[config.mk]
export PLATFORM = sky130hd
export DESIGN_NAME = pscl_timebase
export DESIGN_NICKNAME = d
export VERILOG_FILES = /design/src/rtl/pscl_timebase.sv
export SDC_FILE = /design/constraint.sdc
export NUM_CORES = 1
export LEC_CHECK = 0
export ABC_AREA = 0
export BUFFER_PORTS_ARGS = -buffer_cell sky130_fd_sc_hd__buf_2
export CAP_MARGIN = 10
export CORE_UTILIZATION = 47
export DETAILED_ROUTE_END_ITERATION = 12
export GPL_ROUTABILITY_DRIVEN = 0
export PLACE_DENSITY = 0.66
export SLEW_MARGIN = 10
export SYNTH_ARGS = -nofsm -noshare
export SYNTH_HDL_FRONTEND = slang
export SYNTH_SLANG_ARGS = --single-unit
export TNS_END_PERCENT = 30
[constraint.sdc]
create_clock -name clk -period 2 [get_ports clk]
set_input_delay 0 -clock clk [delete_from_list [all_inputs] [get_ports clk]]
set_output_delay 0 -clock clk [all_outputs]
set_load 0.005 [all_outputs]
[src/rtl/pscl_timebase.sv]
module pscl_timebase #(
  parameter int W  = 16,
  parameter int AW = 2
) (
  input  logic          clk,
  input  logic          rst_n,
  input  logic          wr_i,
  input  logic [AW-1:0] addr_i,
  input  logic [W-1:0]  wdata_i,
  output logic [W-1:0]  rdata_o,
  input  logic          ug_i,
  input  logic          trig_i,
  output logic          upd_o
);
  localparam logic [AW-1:0] A_CNT = AW'(0);
  localparam logic [AW-1:0] A_PSC = AW'(1);
  localparam logic [AW-1:0] A_ARR = AW'(2);

  logic [W-1:0] cnt, psc_pre, psc_act, pc, arr;

  wire run      = |arr;
  wire force_ev = ug_i | trig_i;
  wire cnt_wr   = wr_i && addr_i == A_CNT;
  wire tick     = run && pc == psc_act;
  wire wrap     = tick && cnt == arr && !cnt_wr && !force_ev;
  wire ev       = force_ev | wrap;

  always_ff @(posedge clk or negedge rst_n) begin
    if (!rst_n) begin
      cnt <= '0; psc_pre <= '0; psc_act <= '0; pc <= '0; arr <= '0; upd_o <= 1'b0;
    end else begin
      upd_o <= ev;
      if (ev) psc_act <= psc_pre;
      if (wr_i && addr_i == A_PSC) psc_pre <= wdata_i;
      if (wr_i && addr_i == A_ARR) arr <= wdata_i;
      if (force_ev)  pc <= '0;
      else if (run)  pc <= tick ? '0 : pc + 1'b1;
      if (force_ev)    cnt <= '0;
      else if (cnt_wr) cnt <= wdata_i;
      else if (tick)   cnt <= (cnt == arr) ? '0 : cnt + 1'b1;
    end
  end

  always_comb begin
    unique case (addr_i)
      A_CNT:   rdata_o = cnt;
      A_PSC:   rdata_o = psc_pre;
      A_ARR:   rdata_o = arr;
      default: rdata_o = '0;
    endcase
  end

  AST_WRAP_PULSE: assert property (@(posedge clk) disable iff (!rst_n)
    wrap |=> (cnt == '0 && upd_o));
  AST_FORCE_CLEARS: assert property (@(posedge clk) disable iff (!rst_n)
    force_ev |=> (cnt == '0 && pc == '0 && upd_o));
  AST_PSC_ON_UPDATE: assert property (@(posedge clk) disable iff (!rst_n)
    !$stable(psc_act) |-> upd_o);
  AST_ZERO_ARR_STALL: assert property (@(posedge clk) disable iff (!rst_n)
    (arr == '0 && !force_ev && !cnt_wr) |=> ($stable(cnt) && $stable(pc)));
  AST_CNT_WRITE_QUIET: assert property (@(posedge clk) disable iff (!rst_n)
    (cnt_wr && !force_ev) |=> (cnt == $past(wdata_i) && !upd_o));
endmodule

## Word-level counts from Yosys, hierarchy flattened

Index checks and enable logic that the tools add are counted.

- Register bits after elaboration: 81
- Latch bits: 0
- RAM bits: 0
- ROM bits: 0
- Input port bits: 23
- Output and inout bits: 17
- Logic and storage cells: 35
- Memories: 0

- $add $sub $neg: 2
- Multipliers: 0
- Divide/modulo/power cells: 0
- Magnitude comparators: 0
- Equal/unequal tests: 4
- Shift-type cells: 0
- Multiplexer cells: 8
- Bitwise logic cells: 2
- Reduce and logical (&&, ||, !) cells: 13

Operators with widths:

| cell | count |
|---|---|
| $mux 16 | 7 |
| $pmux 16 s3 | 1 |
| $add 16x1->16 const B | 2 |
| $eq 16x16->1 | 2 |
| $reduce_or 16->1 | 1 |
| $logic_and 1x1->1 | 7 |
| $reduce_bool 3->1 | 1 |
| $eq 2x1->1 const B | 1 |
| $eq 2x2->1 const B | 1 |
| $logic_not 1->1 | 2 |
| $logic_not 2->1 | 1 |
| $or 1x1->1 | 2 |
| $reduce_bool 2->1 | 1 |

## Longest topological paths before layout

Gate-level depths: netlist of run 1.

- Depth after elaboration: 6
- Depth in mapped cells: 9
- Depth with buffers taken out: 7

## Least setup slack after synthesis of run 1

OpenSTA, ideal clock, no wires.

- Path kind: reg-to-reg
- Start point: register cnt[13]
- End point: register psc_act[0]
- Setup time: 125 ps
- Arrival time: 2044 ps
- Data required time: 1875 ps
- Path slack: -168 ps
- Stages on the path, launching flop included: 9
- Path buffers: 3
- Clock period less this slack: 2168 ps
- Cell sequence: dfrtp_1 -> clkbuf_1 -> xor2_1 -> nor4_1 -> and4_1 -> buf_2 -> a31oi_2 -> buf_2 -> mux2_2

- Cells in the longest elaborated chain, start to end: 5

Ends and longest elaborated chain:

| what | RTL line | text |
|---|---|---|
| from (decl) | 19 | `logic [W-1:0] cnt, psc_pre, psc_act, pc, arr;` |
| from (signal assigned) | 39 | `else if (cnt_wr) cnt <= wdata_i;` |
| from (signal assigned) | 40 | `else if (tick) cnt <= (cnt == arr) ? '0 : cnt + 1'b1;` |
| $eq 16x16->1 | 25 | `wire wrap = tick && cnt == arr && !cnt_wr && !force_ev;` |
| $logic_and 1x1->1 (3 in series) | 25 |  |
| $or 1x1->1 | 26 | `wire ev = force_ev \| wrap;` |
| to (signal assigned) | 33 | `if (ev) psc_act <= psc_pre;` |
| to (decl) | 19 |  |

Every way passes these cells.
A chain may end at the register's enable or synchronous reset.

## Final worst setup path of run 1

- Start point: register pc[8]
- End point: register cnt[7]

- Cells in the longest elaborated chain, start to end: 3

Ends and longest elaborated chain:

| what | RTL line | text |
|---|---|---|
| from (decl) | 19 |  |
| from (signal assigned) | 37 | `else if (run) pc <= tick ? '0 : pc + 1'b1;` |
| $eq 16x16->1 | 24 | `wire tick = run && pc == psc_act;` |
| $logic_and 1x1->1 | 24 |  |
| $reduce_bool 3->1 (no source line) | - |  |

Every way passes these cells.

==> results.json, run 1 <==
{
  "outcome": "finished with violations",
  "violations": "setup timing",
  "cts_buffers": 9,
  "ys_seq_area_frac": 0.450,
  "fin_skew_ps": 6.32,
  "fp.dieW_um": 99.9,
  "ys_types": 48,
  "synth_top_flop_cell": "dfrtp_1",
  "min_period_over_period": 1.06,
  "cts_tree": "done",
  "p_per_area_nw_per_um2": 703,
  "syn_area_per_cell_sq_um": 10.2,
  "worstPathRequired_ps": 2280,
  "worstSetupStartpoint": "pc[8]",
  "rsz0062_at_grt": "true",
  "cts.path.max_buffers": 2,
  "syn2layout_area_growth_pct": 31.0,
  "insertion_delay_ps": 360,
  "drive_gt1_frac": 0.373,
  "dieHeight_um": 99.9,
  "synthTopCellsByArea": "dfrtp_1, mux2_2, xor2_1",
  "max-cap-violations": 0,
  "timing.rr.start": "pc[8]",
  "period_minus_slack_ps": 2130,
  "grt_pass1_vias": 3897,
  "io_pins": 40,
  "drtAntennaViolNets": 0,
  "grtUsageTotal": 0.262,
  "synth_most_common_cell": "dfrtp_1",
  "drc": 0,
  "netlist.area_leader.share": 0.450,
  "async_reset_ff_frac": 1.00,
  "report.final.slew_viol_count": 0,
  "clock_sinks": 81,
  "synth_warnings": 0,
  "syn_nets": 465,
  "root_buffer": "clkbuf_8",
  "drt_iter0_markers": 218,
  "ys_seq_elements": 81,
  "start_kind": "register",
  "die_area_sq_um": 9990,
  "portBuffers": 39,
  "total_power_mw": 4.15,
  "end_kind": "register",
  "timing_worst_setup_path_type": "register to register",
  "min_from": "ug_i",
  "dr.pass1.iters": 5,
  "synthTopCellsByCount": "dfrtp_1, mux2_2, xor2_1",
  "dp_slack_ps": -158,
  "syn_inst": 440,
  "vdd_ir_drop_max_v": 0.000525,
  "htree_levels": 3,
  "drt-total-wl_mm": 12.4,
  "start_util": 0.485,
  "grt_max_degree": 33,
  "antenna_found_initial": 0,
  "setup_slack_ps": -128,
  "synth_edf_count": 0,
  "fin_util": 0.636,
  "hold_viol": 0,
  "fmax_mhz": 470,
  "setup_viol": 24,
  "synth_area_sq_um": 4510,
  "tightestPinTransition_ps": 477,
  "antenna_cells": 0,
  "yosysTopAreaCell": "dfrtp_1",
  "slew_headroom": 0.681,
  "grt_overflow": 0,
  "worstPathMaxFanout": 8,
  "core_sq_um": 9280,
  "hold_path_class": "input port to register",
  "grt_pass1_wl_mm": 19.9,
  "vias": 3910,
  "rows": 35,
  "nNetsFinal": 580,
  "wl_per_cell_um": 18.0,
  "place_hpwl_mm": 8.93,
  "path_clk_slew_ps": 80,
  "leakage_nw": 2.63,
  "crit_arrival_ps": 2410,
  "via_per_inst": 5.67
}
[where the power goes]
group	internal, mW	total, mW	switching [mW]
logic	0.430	0.813	0.383
registers	1.84	2.04	0.203
clock network	0.697	1.29	0.598
[cell families after synthesis]
group / count (synthesis) / synth area share
buffers and inverters: 31 / 0.0305
adder cells (fa/ha/maj): 2 / 0.00555
flip-flops: 81 / 0.450
multiplexers: 65 / 0.158
XOR/XNOR: 50 / 0.0972
AO/OA/AOI/OAI: 64 / 0.0863
AND/OR/NAND/NOR: 147 / 0.173
[state kept, by name (all words and copies together), names as in the netlist]
name     cells
arr         16
cnt         16
pc          16
psc_act     16
psc_pre     16
upd_o        1
[metrics by stage]
stage                     instance area, sq um  TNS, ps  instances  hold WS (ps)
after global routing                      5900    -3540        689          49.3
after floorplan                           4530     -388        440          -296
after detailed placement                  5320    -2680        651         -21.4
after global placement                    5320    -1650        651         -24.1
final                                     5900    -1750        689          11.9
after CTS                                 5790     -815        687          27.7
[area by class of cell]
type / instances / area [sq um]
clock buffer: 10 / 128
clock inverter: 6 / 82.6
tap: 129 / 161
multi-input combinational: 328 / 2510
sequential: 81 / 2030
fill: 754 / 3380
inverter: 5 / 18.8
timing repair buffer: 130 / 972
[placed cells by master, fill, tap and decap left out, types with 18 or more instances in the layout]
| master | instances |
|---|---|
| xor2_1 | 41 |
| nand3_1 | 18 |
| buf_2 | 38 |
| dfrtp_1 | 80 |
| nor2_1 | 27 |
| mux2_2 | 47 |
| buf_4 | 69 |
| o21ai_0 | 31 |
| nand2_1 | 34 |
| nand4_1 | 18 |
[worst paths after layout]
path                          endpoint  slack (ps)  cells after the start
min reg2reg                 psc_act[9]         530                      1
max reg2reg                     cnt[7]        -130                      6
min                             pc[12]          10                      4
max in group asynchronous  psc_pre[10]        1210                      3
max                             cnt[7]        -130                      6
min in group asynchronous       pc[14]         130                      2
[layer usage]
layer / global-route usage / wire [um] / part of all wire
met1: 0.340 / 5450 / 0.44
met3: 0.0453 / 496 / 0.040
met5: 0 / 0 / 0
met2: 0.447 / 6300 / 0.51
met4: 0.0848 / 188 / 0.015
[critical path, stage by stage (launching register included)]
cell and delay [ps]:
dfrtp_1 400, xor2_1 180, nor4_2 360, nand4_2 190
nand2b_4 220, or4_1 520, a31oi_1 180
[repair_timing]
item / CTS / global route
pin swaps: 7 / 5
setup endpoints to repair: 32 / 41
setup buffers: 3 / 2
hold buffers: 17 / 0
resized for setup: 13 / 19
endpoints found under the hold margin: 101 / 0
(Power assumes the default switching activity.)
==> inputs of run 2 (changes only) <==
--- a/config.mk
+++ b/config.mk
@@ -8,10 +8,10 @@
 export ABC_AREA = 0
 export BUFFER_PORTS_ARGS = -buffer_cell sky130_fd_sc_hd__buf_2
 export CAP_MARGIN = 10
-export CORE_UTILIZATION = 47
+export CORE_UTILIZATION = 35
 export DETAILED_ROUTE_END_ITERATION = 12
 export GPL_ROUTABILITY_DRIVEN = 0
-export PLACE_DENSITY = 0.66
+export PLACE_DENSITY = 0.51
 export SLEW_MARGIN = 10
 export SYNTH_ARGS = -nofsm -noshare
 export SYNTH_HDL_FRONTEND = slang
==> run 2 against run 1 <==
The flow still finishes with violations (setup timing). Count of clock-buffer cells in the layout increased by 1. Design area increased by 2.3%. Clock power increased by 29%. Fmax about the same. Non-clock buffer count increased by 3. Clock skew decreased by 1.0 ps. Die area increased by 34%. Critical path type unchanged. Cell count increased by 6.7%. Via count decreased by 1.4%. Sequential power about the same. Highest routed layer unchanged. Utilization decreased by 16 points.
==> results.json, run 2 (same netlist as run 1, synthesis figures left out) <==
{
  "drtAntennaViolNets": 0,
  "fin_area_sq_um": 6040,
  "num-fill-cells": 1225,
  "crit_arrival_ps": 2400,
  "cts_buffers": 9,
  "max-cap-violations": 0,
  "slew_headroom": 0.699,
  "dr.pass1.iters": 4,
  "insertion_delay_ps": 340,
  "setup_viol": 35,
  "io_pins": 40,
  "rsz0062_at_grt": "true",
  "p_switching_mw": 1.27,
  "grt_pass1_wl_mm": 20.9,
  "p_int_mw": 3.29,
  "final_cells": 735,
  "drc": 0,
  "cts.path.max_buffers": 2,
  "wl_per_cell_um": 17.7,
  "tns_ps": -2690,
  "dieHeight_um": 115,
  "vias": 3855,
  "period_minus_slack_ps": 2130,
  "place_hpwl_mm": 9.58,
  "nNetsFinal": 583,
  "syn2layout_area_growth_pct": 34.0,
  "grt_overflow": 0,
  "worstPathMaxFanout": 6,
  "hold_viol": 0,
  "drt_iter0_markers": 187,
  "worstPathRequired_ps": 2270,
  "p_per_area_nw_per_um2": 755,
  "setup_slack_ps": -129,
  "dp_cells": 695,
  "vdd_ir_drop_max_v": 0.000547,
  "start_kind": "register",
  "htree_levels": 3,
  "path_clk_slew_ps": 60,
  "pwr-share-comb": 0.184,
  "drive_gt1_frac": 0.380,
  "antenna_cells": 0,
  "clock_sinks": 81,
  "rows": 41,
  "fin_skew_ps": 5.28,
  "reg2reg_slack_ps": -130,
  "fmax_mhz": 470,
  "outcome": "finished with violations",
  "slowest_stage": "or4_4",
  "report.final.slew_viol_count": 0,
  "end_kind": "register",
  "pwr-share-clk": 0.366,
  "min_period_over_period": 1.06,
  "portBuffers": 39,
  "total_power_mw": 4.56,
  "antenna_found_initial": 0,
  "grtUsageTotal": 0.213,
  "slowest_delay_ps": 400,
  "core_sq_um": 12600,
  "fp.dieW_um": 115,
  "crit_family": "simple AND/OR/NAND/NOR gates",
  "path_cells": "xor2_1 > nor4_2 > nand4_2 > nand2b_4 > buf_4 > or4_4 > a31oi_1",
  "hold_path_class": "input port to async pin",
  "timing_worst_setup_path_type": "register to register",
  "layout_common_cells": "dfrtp_1, buf_4, mux2_2",
  "placed_cell_area_sq_um": 5370,
  "start_util": 0.359,
  "final_common_cell": "dfrtp_1",
  "leakage_nw": 2.67,
  "netSwitchingFraction": 0.278,
  "grt_pass1_vias": 3905,
  "via_per_inst": 5.24,
  "drt-total-wl_mm": 13.0,
  "critical_path_buf_inv_count": 1,
  "dp_slack_ps": -215,
  "grt_max_degree": 70,
  "cts_tree": "done",
  "die_area_sq_um": 13300,
  "root_buffer": "clkbuf_16",
  "violations": "setup timing",
  "tightestPinTransition_ps": 450,
  "p_seq_frac": 0.450
}
## run 2: changes by cell type in the layout (fill, tap and decap cells not counted), moves of 2 or more
cell       before  now
or4_1           3    1
xor2_2          1    3
clkbuf_8        9    1
nand3_2         3    1
clkbuf_16       0    9
nor4_1          2    5
nor4_2         10    7
nand3_1        18   20
buf_4          69   72
or4_4           1    3
xor2_1         41   39
## run 2: worst reg2reg max path: cells and delay by family (launching register included)
family / cells / cell delay [ps]
xor+xnor: 1 / 170
buf+inv: 1 / 150
compound gates: 1 / 160
simple gates: 4 / 1180
flops: 1 / 380
## run 2: layout make-up
cell class              instances  area (sq um)  share of cell area
multi-input cells             328          2500               0.414
flip-flops and latches         81          2030               0.336
repair buffers                133           980               0.162
clock buffers                  11           243              0.0402
well taps                     172           215              0.0356
clock inverters                 5          55.1             0.00912
inverters                       5          18.8             0.00311
## run 2: per-stage QoR
| step | utilization | hold WS [ps] |
|---|---|---|
| 2_1_floorplan | - | -296 |
| 3_3_place_gp | 0.427 | -138 |
| 3_5_place_dp | 0.427 | -134 |
| 4_1_cts | 0.471 | 37.9 |
| 5_1_grt | 0.480 | 68.4 |
| 6_report | 0.480 | 44.5 |
## run 2: what timing repair did
action | 4_1_cts | 5_1_grt
buffers inserted | 3 | 4
resized for setup | 11 | 20
hold buffers | 17 | 0
endpoints found under the setup margin | 33 | 42
pin swaps | 3 | 15
endpoints found under the hold margin | 119 | 0
## run 2: path summary, 6_finish.rpt
check | from | endpoint | cells after the start
worst max-delay path | psc_act[13] | cnt[3] | 7
worst min-delay path | rst_n | upd_o | 2
worst max register to register | psc_act[13] | cnt[3] | 7
worst min register to register | psc_act[5] | psc_act[5] | 1
max in group asynchronous | rst_n | arr[6] | 3
min in group clk | ug_i | pc[1] | 4
## run 2: power groups by stage
stage	clock, mW	sequential [mW]	combinational, mW
floorplan	0	2.00	0.436
global placement	0	2.06	0.757
detailed placement	0	2.07	0.760
CTS	1.72	2.04	0.805
global route	1.77	2.08	0.915
finish	1.67	2.05	0.838
## run 2: layer usage
layer,vias to the layer above,global-route usage,wire (um)
met5,-,0,0
met4,0,0.0805,416
met3,23,0.0465,395
met2,77,0.360,6440
met1,1926,0.267,5800
li1,1829,-,-
==> inputs of run 3 (changes only) <==
--- a/config.mk
+++ b/config.mk
@@ -12,6 +12,7 @@
 export DETAILED_ROUTE_END_ITERATION = 12
 export GPL_ROUTABILITY_DRIVEN = 0
 export PLACE_DENSITY = 0.51
+export SKIP_CTS_REPAIR_TIMING = 1
 export SLEW_MARGIN = 10
 export SYNTH_ARGS = -nofsm -noshare
 export SYNTH_HDL_FRONTEND = slang
==> run 3 against run 2 <==
The flow still finishes with violations (setup timing). Via count down 0.49%. Flip-flop and latch count unchanged. Cell count down 0.14%.
==> results.json, run 3 (same netlist as run 1, synthesis figures left out) <==
{
  "cts.path.max_buffers": 2,
  "num-fill-cells": 1225,
  "cts_buffers": 9,
  "hold_path_class": "input port to async pin",
  "via_per_inst": 5.23,
  "clock_sinks": 81,
  "fin_util": 0.480,
  "fmax_mhz": 466,
  "fp.dieW_um": 115,
  "slowest_stage": "dfrtp_1",
  "start_kind": "register",
  "vias": 3836,
  "place_hpwl_mm": 9.58,
  "drt_iter0_markers": 187,
  "period_minus_slack_ps": 2140,
  "critical_path_buf_inv_count": 2,
  "nNetsFinal": 582,
  "hold_viol": 0,
  "grt_max_degree": 70,
  "start_util": 0.359,
  "fin_skew_ps": 6.66,
  "drc": 0,
  "drt-total-wl_mm": 13.1,
  "worstPathMaxFanout": 17,
  "vdd_ir_drop_max_v": 0.000547,
  "total_power_mw": 4.55,
  "slew_headroom": 0.653,
  "path_clk_slew_ps": 60,
  "setup_slack_ps": -144,
  "outcome": "finished with violations",
  "slowest_delay_ps": 420,
  "regArea_sq_um": 2030,
  "p_per_area_nw_per_um2": 754,
  "layout_common_cells": "dfrtp_1, buf_4, mux2_2",
  "wl_met1_mm": 5.84,
  "core_sq_um": 12600,
  "drtAntennaViolNets": 0,
  "rsz0062_at_grt": "true",
  "dieHeight_um": 115,
  "cts_tree": "done",
  "drive_gt1_frac": 0.374,
  "end_kind": "register",
  "violations": "setup timing",
  "antenna_found_initial": 0,
  "root_buffer": "clkbuf_16",
  "crit_family": "simple AND/OR/NAND/NOR gates",
  "placed_cell_area_sq_um": 5370,
  "wl_per_cell_um": 17.9,
  "fin_area_sq_um": 6030,
  "leakage_nw": 2.68,
  "top_layer": "met4",
  "grt_pass1_wl_mm": 20.6,
  "htree_levels": 3,
  "dr.pass1.iters": 4,
  "grtUsageTotal": 0.210,
  "grt_pass1_vias": 3821,
  "io_pins": 40,
  "timing_worst_setup_path_type": "register to register",
  "final_common_cell": "dfrtp_1",
  "tightestPinTransition_ps": 518,
  "multi_input_area_sq_um": 2500,
  "path_cells": "xor2_1 > nor4_2 > nand4_2 > buf_4 > nor2_4 > a31oi_4 > buf_12 > mux2_4",
  "antenna_cells": 0,
  "min_period_over_period": 1.07,
  "crit_arrival_ps": 2370,
  "rows": 41,
  "setup_viol": 29,
  "whs_ps": 45.5,
  "dr_wl_met3_um": 359,
  "worstPathRequired_ps": 2230,
  "max-cap-violations": 0,
  "die_area_sq_um": 13300,
  "wl_met2_mm": 6.59,
  "portBuffers": 39,
  "syn2layout_area_growth_pct": 33.8,
  "insertion_delay_ps": 340,
  "grt_overflow": 0,
  "report.final.slew_viol_count": 0
}
[run 3: changes by cell type in the layout (fill, tap and decap cells not counted), sizes merged]
cell    delta
nand2b     +1
buf        -2
[run 3: area by class of cell]
cell class | count | area share
Multi-Input combinational cell | 329 | 0.415
Sequential cell | 81 | 0.337
Inverter | 5 | 0.00311
Timing Repair Buffer | 131 | 0.160
Tap cell | 172 | 0.0357
Clock inverter | 5 | 0.00913
Clock buffer | 11 | 0.0403
[run 3: worst paths after layout]
kind	start	to	slack, ps	depth (start not counted)
setup / recovery	psc_act[3]	psc_act[13]	-140	8
hold / removal	rst_n	upd_o	50	2
setup reg to reg	psc_act[3]	psc_act[13]	-140	8
hold reg to reg	psc_act[6]	psc_act[6]	530	1
max in group asynchronous	rst_n	arr[8]	1310	3
min in group clk	ug_i	pc[1]	100	4
[run 3: power by group]
group / leakage (nW) / internal [mW] / switching (mW)
clock: 0.142 / 0.997 / 0.678
combinational: 1.52 / 0.436 / 0.381
sequential: 1.02 / 1.85 / 0.208
[run 3: per-stage QoR]
stage	setup TNS, ps	instances	setup WS (ps)
finish	-2620	734	-144
global route	-5290	734	-222
CTS	-4560	711	-236
detailed placement	-4110	695	-215
global placement	-3610	695	-205
floorplan	-388	440	-54.8
[run 3: metal layers]
metal | vias up | global-route usage
met5 | - | 0
met4 | 0 | 0.0779
met3 | 18 | 0.0455
met2 | 70 | 0.352
met1 | 1915 | 0.267
li1 | 1833 | -
